`src/rtl/rst_comb_pkg.sv`:
```
package rst_comb_pkg;

  localparam int CAUSE_W = 5;

  typedef enum int unsigned {
    CAUSE_POWER  = 0,
    CAUSE_PAD    = 1,
    CAUSE_BUSERR = 2,
    CAUSE_WDOG   = 3,
    CAUSE_PORT   = 4
  } cause_idx_e;

  typedef logic [CAUSE_W-1:0] cause_t;

  function automatic cause_t cause_bit(cause_idx_e idx);
    cause_t v;
    v = '0;
    v[idx] = 1'b1;
    return v;
  endfunction

endpackage

```
`src/rtl/rst_addr_decoder.sv`:
```
module rst_addr_decoder #(
  parameter int ADDR_W  = 16,
  parameter int NRANGES = 3,
  parameter logic [NRANGES*ADDR_W-1:0] RANGE_BASE  = '0,
  parameter logic [NRANGES*ADDR_W-1:0] RANGE_LIMIT = '1
) (
  input  logic              clk,
  input  logic [ADDR_W-1:0] addr_i,
  output logic              hit_o
);

  logic [NRANGES-1:0] in_win;

  for (genvar g = 0; g < NRANGES; g++) begin : g_win
    localparam logic [ADDR_W-1:0] LO = RANGE_BASE[g*ADDR_W +: ADDR_W];
    localparam logic [ADDR_W-1:0] HI = RANGE_LIMIT[g*ADDR_W +: ADDR_W];

    always_comb in_win[g] = (addr_i >= LO) && (addr_i <= HI);

    // A base or limit address must always decode as mapped
    assert_edges_mapped_R9: assert property (@(posedge clk)
      ((addr_i == LO) || (addr_i == HI)) |-> hit_o);
  end

  assign hit_o = |in_win;

endmodule

```
`src/rtl/rst_release_sync.sv`:
```
module rst_release_sync #(
  parameter int SYNC_STAGES = 2,
  parameter int HOLD_CYCLES = 4
) (
  input  logic clk,
  input  logic rst_async_i,
  output logic rel_o
);

  localparam int CNT_W = $clog2(HOLD_CYCLES + 1);
  localparam logic [CNT_W-1:0] CNT_MAX = CNT_W'(HOLD_CYCLES);

  logic [SYNC_STAGES-1:0] sync_q;
  logic [CNT_W-1:0]       cnt_q;
  logic                   rel_q;

  for (genvar s = 0; s < SYNC_STAGES; s++) begin : g_sync
    always_ff @(posedge clk or posedge rst_async_i) begin
      if (rst_async_i) sync_q[s] <= 1'b0;
      else if (s == 0)  sync_q[s] <= 1'b1;
      else              sync_q[s] <= sync_q[(s == 0) ? 0 : s-1];
    end
  end

  logic synced;
  assign synced = sync_q[SYNC_STAGES-1];

  always_ff @(posedge clk or posedge rst_async_i) begin
    if (rst_async_i)                    cnt_q <= '0;
    else if (synced && cnt_q != CNT_MAX) cnt_q <= cnt_q + 1'b1;
  end

  always_ff @(posedge clk or posedge rst_async_i) begin
    if (rst_async_i) rel_q <= 1'b0;
    else             rel_q <= (cnt_q == CNT_MAX);
  end

  assign rel_o = rel_q;

  // Release can never precede the synchronised edge
  assert_no_early_release_R7: assert property (@(posedge clk)
    disable iff (rst_async_i) !synced |=> !rel_q);

  // Once released, only a reset source takes the release back
  assert_release_sticky_R7: assert property (@(posedge clk)
    disable iff (rst_async_i) rel_q |=> rel_q);

  // While a source is active, release stays low
  assert_held_in_reset_R7: assert property (@(posedge clk)
    rst_async_i |-> !rel_q);

endmodule

```
`src/rtl/rst_cause_log.sv`:
```
module rst_cause_log
  import rst_comb_pkg::*;
(
  input  logic   clk,
  input  logic   power_evt_i,
  input  cause_t src_i,
  input  logic   released_i,
  output cause_t cause_o
);

  cause_t cause_q;
  logic   armed_q;

  always_ff @(posedge clk or posedge power_evt_i) begin
    if (power_evt_i) begin
      cause_q <= cause_bit(CAUSE_POWER);
      armed_q <= 1'b0;
    end else if (src_i != '0) begin
      if (armed_q) begin
        cause_q <= src_i;
        armed_q <= 1'b0;
      end else begin
        cause_q <= cause_q | src_i;
      end
    end else if (released_i) begin
      armed_q <= 1'b1;
    end
  end

  assign cause_o = cause_q;

  // A power event leaves only the power bit
  assert_power_clears_R8: assert property (@(posedge clk)
    power_evt_i |-> (cause_o == cause_bit(CAUSE_POWER)));

  // A running-system reset overwrites the previous record
  assert_new_episode_R8: assert property (@(posedge clk)
    disable iff (power_evt_i) (armed_q && src_i != '0) |=> (cause_o == $past(src_i)));

endmodule

```
`src/rtl/sys_reset_combiner.sv`:
```
module sys_reset_combiner
  import rst_comb_pkg::*;
#(
  parameter int ADDR_W      = 16,
  parameter int NRANGES     = 3,
  parameter logic [NRANGES*ADDR_W-1:0] RANGE_BASE  = {16'h8000, 16'h4000, 16'h0000},
  parameter logic [NRANGES*ADDR_W-1:0] RANGE_LIMIT = {16'hBFFF, 16'h40FF, 16'h1FFF},
  parameter int SYNC_STAGES = 2,
  parameter int HOLD_CYCLES = 4
) (
  input  logic              clk,
  input  logic              mgmt_pwr_good_i,
  input  logic              core_pwr_good_i,
  input  logic              ext_rst_pad_n_i,
  output logic              pad_pull_en_o,
  input  logic              bus_valid_i,
  input  logic [ADDR_W-1:0] bus_addr_i,
  input  logic              buserr_en_wr_i,
  input  logic              buserr_en_wdata_i,
  output logic              buserr_en_o,
  input  logic              wdog_rst_req_i,
  input  logic              port_rst_req_i,
  output logic              sys_rst_n_o,
  output logic [CAUSE_W-1:0] rst_cause_o
);

  logic   power_evt;
  logic   pad_rst;
  logic   addr_hit;
  logic   buserr_en_q;
  logic   buserr_q;
  logic   rst_any;
  logic   released;
  cause_t src_vec;

  assign power_evt     = !(mgmt_pwr_good_i && core_pwr_good_i);
  assign pad_pull_en_o = mgmt_pwr_good_i;
  assign pad_rst       = !ext_rst_pad_n_i;

  rst_addr_decoder #(
    .ADDR_W     (ADDR_W),
    .NRANGES    (NRANGES),
    .RANGE_BASE (RANGE_BASE),
    .RANGE_LIMIT(RANGE_LIMIT)
  ) u_dec (
    .clk   (clk),
    .addr_i(bus_addr_i),
    .hit_o (addr_hit)
  );

  // Enable bit: cleared by every source, written by software
  always_ff @(posedge clk or posedge rst_any) begin
    if (rst_any)             buserr_en_q <= 1'b0;
    else if (buserr_en_wr_i) buserr_en_q <= buserr_en_wdata_i;
  end

  // Registered bus-error request; it self-clears once the enable drops
  always_ff @(posedge clk or posedge power_evt) begin
    if (power_evt) buserr_q <= 1'b0;
    else           buserr_q <= buserr_en_q && bus_valid_i && !addr_hit;
  end

  assign rst_any = power_evt | pad_rst | buserr_q | wdog_rst_req_i | port_rst_req_i;

  rst_release_sync #(
    .SYNC_STAGES(SYNC_STAGES),
    .HOLD_CYCLES(HOLD_CYCLES)
  ) u_rel (
    .clk        (clk),
    .rst_async_i(rst_any),
    .rel_o      (released)
  );

  always_comb begin
    src_vec = '0;
    src_vec[CAUSE_PAD]    = pad_rst;
    src_vec[CAUSE_BUSERR] = buserr_q;
    src_vec[CAUSE_WDOG]   = wdog_rst_req_i;
    src_vec[CAUSE_PORT]   = port_rst_req_i;
  end

  rst_cause_log u_cause (
    .clk        (clk),
    .power_evt_i(power_evt),
    .src_i      (src_vec),
    .released_i (released),
    .cause_o    (rst_cause_o)
  );

  assign buserr_en_o = buserr_en_q;
  assign sys_rst_n_o = released;

  assert_supply_holds_R1: assert property (@(posedge clk)
    power_evt |-> !sys_rst_n_o);

  assert_pad_resets_R3: assert property (@(posedge clk)
    disable iff (power_evt) !ext_rst_pad_n_i |-> !sys_rst_n_o);

  assert_unmapped_resets_R5: assert property (@(posedge clk)
    disable iff (power_evt) (buserr_en_o && bus_valid_i && !addr_hit) |=> !sys_rst_n_o);

  assert_enable_cleared_R4: assert property (@(posedge clk)
    disable iff (power_evt) (wdog_rst_req_i || port_rst_req_i || pad_rst) |-> !buserr_en_o);

  assert_requests_reset_R6: assert property (@(posedge clk)
    disable iff (power_evt) (wdog_rst_req_i || port_rst_req_i) |-> !sys_rst_n_o);

endmodule

```
`config.mk`:
```
export PLATFORM = sky130hd
export DESIGN_NAME = sys_reset_combiner
export DESIGN_NICKNAME = d
export VERILOG_FILES = /design/src/rtl/rst_comb_pkg.sv /design/src/rtl/rst_addr_decoder.sv /design/src/rtl/rst_release_sync.sv /design/src/rtl/rst_cause_log.sv /design/src/rtl/sys_reset_combiner.sv
export SDC_FILE = /design/constraint.sdc
export NUM_CORES = 1
export LEC_CHECK = 0
export BUFFER_PORTS_ARGS = -buffer_cell sky130_fd_sc_hd__buf_4
export CAP_MARGIN = 10
export CORE_MARGIN = 2
export CORE_UTILIZATION = 37
export DETAILED_ROUTE_END_ITERATION = 8
export PLACE_DENSITY_LB_ADDON = 0.25
export SLEW_MARGIN = 20
export SYNTH_ARGS = -nofsm -noshare
export SYNTH_HDL_FRONTEND = slang
export SYNTH_SLANG_ARGS = --single-unit
```
`constraint.sdc`:
```
create_clock -name clk -period 0.9 [get_ports clk]
set_clock_uncertainty 0.2 [all_clocks]
set_input_delay 0.045 -clock clk [delete_from_list [all_inputs] [get_ports clk]]
set_output_delay 0.045 -clock clk [all_outputs]
set_load 0.02 [all_outputs]
```
==> flow_metrics.env, run 1 <==
export IMPL_min_period_over_period_pct=138
export IMPL_crit_required_ns=0.92
export IMPL_critical_path_top_delay_family="simple AND/OR/NAND/NOR gates"
export IMPL_setup_viol=26
export IMPL_drc_errors=0
export IMPL_synth_cell_type_count=23
export IMPL_syn2layout_area_growth_pct=87.6
export IMPL_finalHoldViolCount=6
export IMPL_grt_use_total_pct=15.7
export IMPL_fp_row_count=14
export IMPL_synthTopCellsByArea="dfrtp_1 (56%), dfstp_2 (4.6%), and2_1 (4.3%), ha_1 (4.3%), a21o_1 (3.9%)"
export IMPL_seq_area_frac_synth_pct=61.0
export IMPL_cts_sinks=14
export IMPL_crit_buf_inv=0
export IMPL_dpl_cell_area_um2=833
export IMPL_synthesis_nets=71
export IMPL_vias_per_cell=4.85
export IMPL_violations="negative hold slack, negative setup slack"
export IMPL_fin_ws_ns=-0.343
export IMPL_clk_latency_ns=0.27
export IMPL_power_density_mw_per_mm2=2180
export IMPL_critPathLaunchType="register"
export IMPL_slew_violations=0
export IMPL_hold_path_class="primary input to register"
export IMPL_layout_cells_non_filler=108
export IMPL_path_clk_slew_ns=0.09
export IMPL_synth_avg_cell_area_um2=13.1
export IMPL_io_buffers=24
export IMPL_post_route_util_pct=72.7
export IMPL_path_cells="nor4b_2, nand2b_4, a21o_1"
export IMPL_overflow=0
export IMPL_die_area_mm2=0.00189
export IMPL_root_buffer="clkbuf_4"
export IMPL_ys_warn_count=0
export IMPL_nets=120
export IMPL_wl_um=1290
export IMPL_dp_hpwl_um=842
export IMPL_dieWidth_um=43.5
export IMPL_netlist_area_leader_share_pct=56.4
export IMPL_grt_start_max_net_pins=9
export IMPL_cts_buffer_depth=2
export IMPL_ys_flop_type="dfrtp_1"
export IMPL_synth_largest_area_cell="dfrtp_1"
export IMPL_dr_total_vias=524
export IMPL_first_pass_iters=2
export IMPL_holdWs_ns=-0.237
export IMPL_synth_edf_count=0
export IMPL_min_period_ns=1.24
export IMPL_drtAntennaViolNets=0
export IMPL_detail_route_iter0_violations=4
export IMPL_grt_pass1_vias=539
export IMPL_start_util_pct=38.7
export IMPL_cts_made_buffers=3
export IMPL_chipHeight_um=43.5
export IMPL_multi_input_area_um2=268
export IMPL_placedCellCount=89
export IMPL_cts_tree="built"
export IMPL_rsz0062_at_grt="yes"
export IMPL_status="complete, but fails checks"
export IMPL_grt_pass1_wl_um=2150
export IMPL_ys_top_cells_by_count="dfrtp_1 (13), and2_1 (4), a21o_1 (3)"
export IMPL_worstSetupPathType="register to register"
export IMPL_worstPathArrival_ns=1.26
export IMPL_antenna_found_initial=0
export IMPL_htree_levels=1
export IMPL_critPathSlowestCell="dfrtp_1"
export IMPL_core_area_mm2=0.00149
export IMPL_synth_seq_cells=14
export IMPL_layout_drive_gt1_share_pct=66.3
export IMPL_worstSetupEndpointType="register"
export IMPL_synth_most_common_cell="dfrtp_1"
export IMPL_diodes=0
export IMPL_seq_area_um2=353
export IMPL_synthArstFlopShare_pct=100
export IMPL_postSynthCellCount=44
export IMPL_cap_violations=0
export IMPL_wl_per_cell_um=12.0
export IMPL_p_leak_uw=0.000512
export IMPL_worstPathMaxFanout=5
export IMPL_place_congestion=0.724
export IMPL_synth_area_um2=577
export IMPL_irDropWorstVdd_v=0.00121
export IMPL_ios=33
export IMPL_fmax_mhz=804
export IMPL_max_stage_delay_ns=0.40
export IMPL_final_cell_area_mm2=0.00108
export IMPL_fillers=109
==> worst register-to-register path, delay by kind of cell (launching register included) <==
| kind | cells | cell delay (ns) |
|---|---|---|
| compound gates | 1 | 0.13 |
| simple gates | 2 | 0.47 |
| flops | 1 | 0.40 |
==> cell families after synthesis <==
| kind of cell | synth area share [%] |
|---|---|
| flops | 61.0 |
| buf+inv | 2.60 |
| fa+ha+maj | 4.34 |
| other cells | 0.650 |
| simple gates | 13.9 |
| xor+xnor | 1.52 |
| mux | 1.95 |
| compound gates | 14.1 |
==> metrics by stage <==
| step | TNS [ns] | power (uW) | setup slack [ns] | hold WS, ns |
|---|---|---|---|---|
| 3_3_place_gp | -4.25 | 1480 | -0.363 | -0.0953 |
| 4_1_cts | -5.01 | 2350 | -0.331 | -0.248 |
| 3_5_place_dp | -4.25 | 1510 | -0.369 | -0.104 |
| 5_1_grt | -6.84 | 2520 | -0.398 | -0.236 |
| 2_1_floorplan | -2.62 | 1190 | -0.286 | -0.270 |
| 6_report | -5.56 | 2360 | -0.343 | -0.237 |
==> final timing paths <==
check | from | endpoint | slack (ns) | cells past startpoint
setup / recovery | buserr_q | u_cause.cause_o[3] | -0.34 | 3
hold / removal | port_rst_req_i | u_cause.cause_o[4] | -0.24 | 2
setup reg to reg | buserr_q | u_cause.cause_o[3] | -0.34 | 3
hold reg to reg | u_rel.sync_q[0] | u_rel.synced | 0.16 | 0
max in group asynchronous | buserr_q | buserr_en_o | -0.18 | 4
min in group asynchronous | wdog_rst_req_i | u_rel.rel_o | 0.07 | 5
==> metal layers <==
metal  GRT usage [%]  up-vias  part of all wire, %
met4            7.27        0                 0.93
li1                -      243                    -
met2            29.3       19                   58
met3            3.75        2                  5.4
met1            16.4      260                   36
met5               0        -                    0
==> power breakdown <==
part,switching (uW),total [uW],internal [uW]
registers,117,877,761
clock network,196,442,246
logic,387,1040,651
total,700,2360,1660
==> layout by cell type, fill, tap and decap left out, types with 2 or more instances in the layout <==
cell / Yosys / routed
inv_2: 0 / 2
ha_4: 0 / 2
buf_4: 1 / 27
and2_1: 4 / 2
a21o_1: 3 / 3
dlygate4sd3_1: 0 / 6
clkbuf_4: 0 / 3
dfrtp_1: 13 / 12
and2_4: 0 / 2
buf_6: 0 / 12
==> timing repair <==
action,4_1_cts,5_1_grt
endpoints found under the hold margin,21,6
pin swaps,5,0
gates resized for setup,18,3
hold buffers,5,1
endpoints found under the setup margin,26,26
buffers inserted,6,3
==> area by class of cell <==
type,instances,share of cell area [%]
Timing Repair Buffer,45,36.8
Clock buffer,4,3.35
Tap cell,16,1.85
Sequential cell,14,32.6
Inverter,2,0.694
Multi-Input combinational cell,27,24.7
==> flip-flops by register name, indices dropped and copies added, names as in the netlist <==
signal / cells
buserr_en_o: 1
u_cause.cause_o: 5
u_rel.synced: 1
u_rel.rel_o: 1
buserr_q: 1
u_rel.cnt_q: 3
u_rel.sync_q: 1
u_cause.armed_q: 1
(Power assumes the default switching activity.)
==> run 2, diff against run 1 <==
TNS_END_PERCENT = 10   (was unset)
==> flow_metrics.env, run 2 (same netlist as run 1, synthesis figures left out) <==
export IMPL_status="complete, but fails checks"
export IMPL_violations="negative hold slack, negative setup slack"
export IMPL_irDropWorstVdd_v=0.00133
export IMPL_multi_input_area_um2=253
export IMPL_fillers=104
export IMPL_largest_reg_flops=5
export IMPL_rsz0062_at_grt="yes"
export IMPL_dr_total_vias=467
export IMPL_cts_tree="built"
export IMPL_chipHeight_um=43.5
export IMPL_layout_drive_gt1_share_pct=56.5
export IMPL_path_clk_slew_ns=0.09
export IMPL_max_stage_delay_ns=0.39
export IMPL_seq_area_um2=352
export IMPL_p_comb_share_pct=35.6
export IMPL_fp_row_count=14
export IMPL_fmax_mhz=826
export IMPL_htree_levels=1
export IMPL_cts_sinks=14
export IMPL_worstSetupEndpointType="register"
export IMPL_final_common_cell="buf_4"
export IMPL_worstPathMaxFanout=2
export IMPL_die_area_mm2=0.00189
export IMPL_p_leak_uw=0.000481
export IMPL_dieWidth_um=43.5
export IMPL_final_cell_mix="buf_4 (24), dfrtp_1 (13), buf_6 (7)"
export IMPL_power_density_mw_per_mm2=2020
export IMPL_slew_violations=0
export IMPL_min_period_over_period_pct=135
export IMPL_drtAntennaViolNets=0
export IMPL_worstPathArrival_ns=1.18
export IMPL_dp_hpwl_um=856
export IMPL_grt_pass1_wl_um=1950
export IMPL_swShare_pct=29.8
export IMPL_switchingPower_uw=605
export IMPL_cts_buffer_depth=2
export IMPL_ios=33
export IMPL_grt_use_total_pct=14.1
export IMPL_critPathLaunchType="register"
export IMPL_antenna_found_initial=0
export IMPL_finalHoldViolCount=5
export IMPL_critical_path_top_delay_family="flip-flops"
export IMPL_clkPwrFrac_pct=21.9
export IMPL_place_congestion=0.734
export IMPL_clk_latency_ns=0.28
export IMPL_use_met1_pct=16.1
export IMPL_sequentialPowerShare_pct=42.5
export IMPL_detail_route_iter0_violations=0
export IMPL_pre_cts_ws_ns=-0.385
export IMPL_start_util_pct=38.7
export IMPL_cp_depth=4
export IMPL_path_cells="buf_4, ha_1, a21oi_1, a31oi_1"
export IMPL_worst_r2r_endpoint="u_rel.cnt_q[2]"
export IMPL_crit_required_ns=0.87
export IMPL_crit_buf_inv=1
export IMPL_rr_startpoint="u_rel.cnt_q[0]"
export IMPL_r2r_cells=4
export IMPL_overflow=0
export IMPL_dpl_cell_area_um2=838
export IMPL_nets=113
export IMPL_min_from="port_rst_req_i"
export IMPL_cts_made_buffers=3
export IMPL_root_buffer="clkbuf_4"
export IMPL_grt_start_max_net_pins=9
export IMPL_setup_viol=26
export IMPL_ff2ff_setup_slack_ns=-0.31
export IMPL_wl_per_cell_um=11.0
export IMPL_core_area_mm2=0.00149
export IMPL_wl_um=1110
export IMPL_final_cell_area_mm2=0.00101
export IMPL_io_buffers=24
export IMPL_p_int_uw=1430
export IMPL_first_pass_iters=1
export IMPL_grt_busiest_layer="met2"
export IMPL_worstSetupPathType="register to register"
export IMPL_fin_ws_ns=-0.311
export IMPL_power_uw=2030
export IMPL_hold_depth=2
export IMPL_use_met2_pct=25.1
export IMPL_critPathSlowestCell="dfrtp_1"
export IMPL_drc_errors=0
export IMPL_grt_pass1_vias=517
export IMPL_grtUsageMet3_pct=2.50
export IMPL_syn2layout_area_growth_pct=74.6
export IMPL_holdWs_ns=-0.218
export IMPL_cap_violations=0
export IMPL_min_to="u_cause.cause_o[4]"
export IMPL_cts_hold_buf=6
export IMPL_tns_ns=-4.77
export IMPL_min_period_ns=1.21
export IMPL_vias_per_cell=4.62
export IMPL_post_route_util_pct=67.6
export IMPL_diodes=0
export IMPL_hold_path_class="primary input to register"
## run 2: power groups by stage
stage / sequential (uW) / combinational [uW] / clock (uW)
2_1_floorplan: 900 / 267 / 0
6_report: 865 / 724 / 445
5_1_grt: 884 / 789 / 488
4_1_cts: 850 / 653 / 465
3_5_place_dp: 855 / 585 / 0
3_3_place_gp: 849 / 571 / 0
## run 2: metal layers
layer	wire length, um	part of all wire, %
met5	0	0
met4	0	0
met3	74	6.7
met2	589	53
met1	445	40
## run 2: final cells by class
class	instances	share of cell area, %
Sequential cell	14	34.9
Inverter	2	0.745
Timing Repair Buffer	38	33.7
Clock buffer	4	3.60
Multi-Input combinational cell	27	25.1
Tap cell	16	1.99
## run 2: metrics by stage
step,instances,hold slack [ns]
floorplan,44,-0.270
global placement,89,-0.0902
detailed placement,89,-0.107
CTS,100,-0.241
global route,101,-0.223
finish,101,-0.218
## run 2: how the worst max path moves through the flow
stage | startpoint | to | slack [ns]
CTS | u_rel.cnt_q[0] | u_rel.cnt_q[1] | -0.35
global route | buserr_q | u_cause.cause_o[0] | -0.36
global placement | bus_addr_i[15] | buserr_q | -0.36
floorplan | buserr_q | u_cause.cause_o[0] | -0.29
detailed placement | bus_addr_i[15] | buserr_q | -0.38
finish | u_rel.cnt_q[0] | u_rel.cnt_q[2] | -0.31
## run 2: what timing repair did
action	CTS	global route
gates resized for setup	9	5
gates cloned	0	0
pin swaps	5	1
setup buffers	1	1
endpoints found under the hold margin	21	6
setup endpoints to repair	26	26
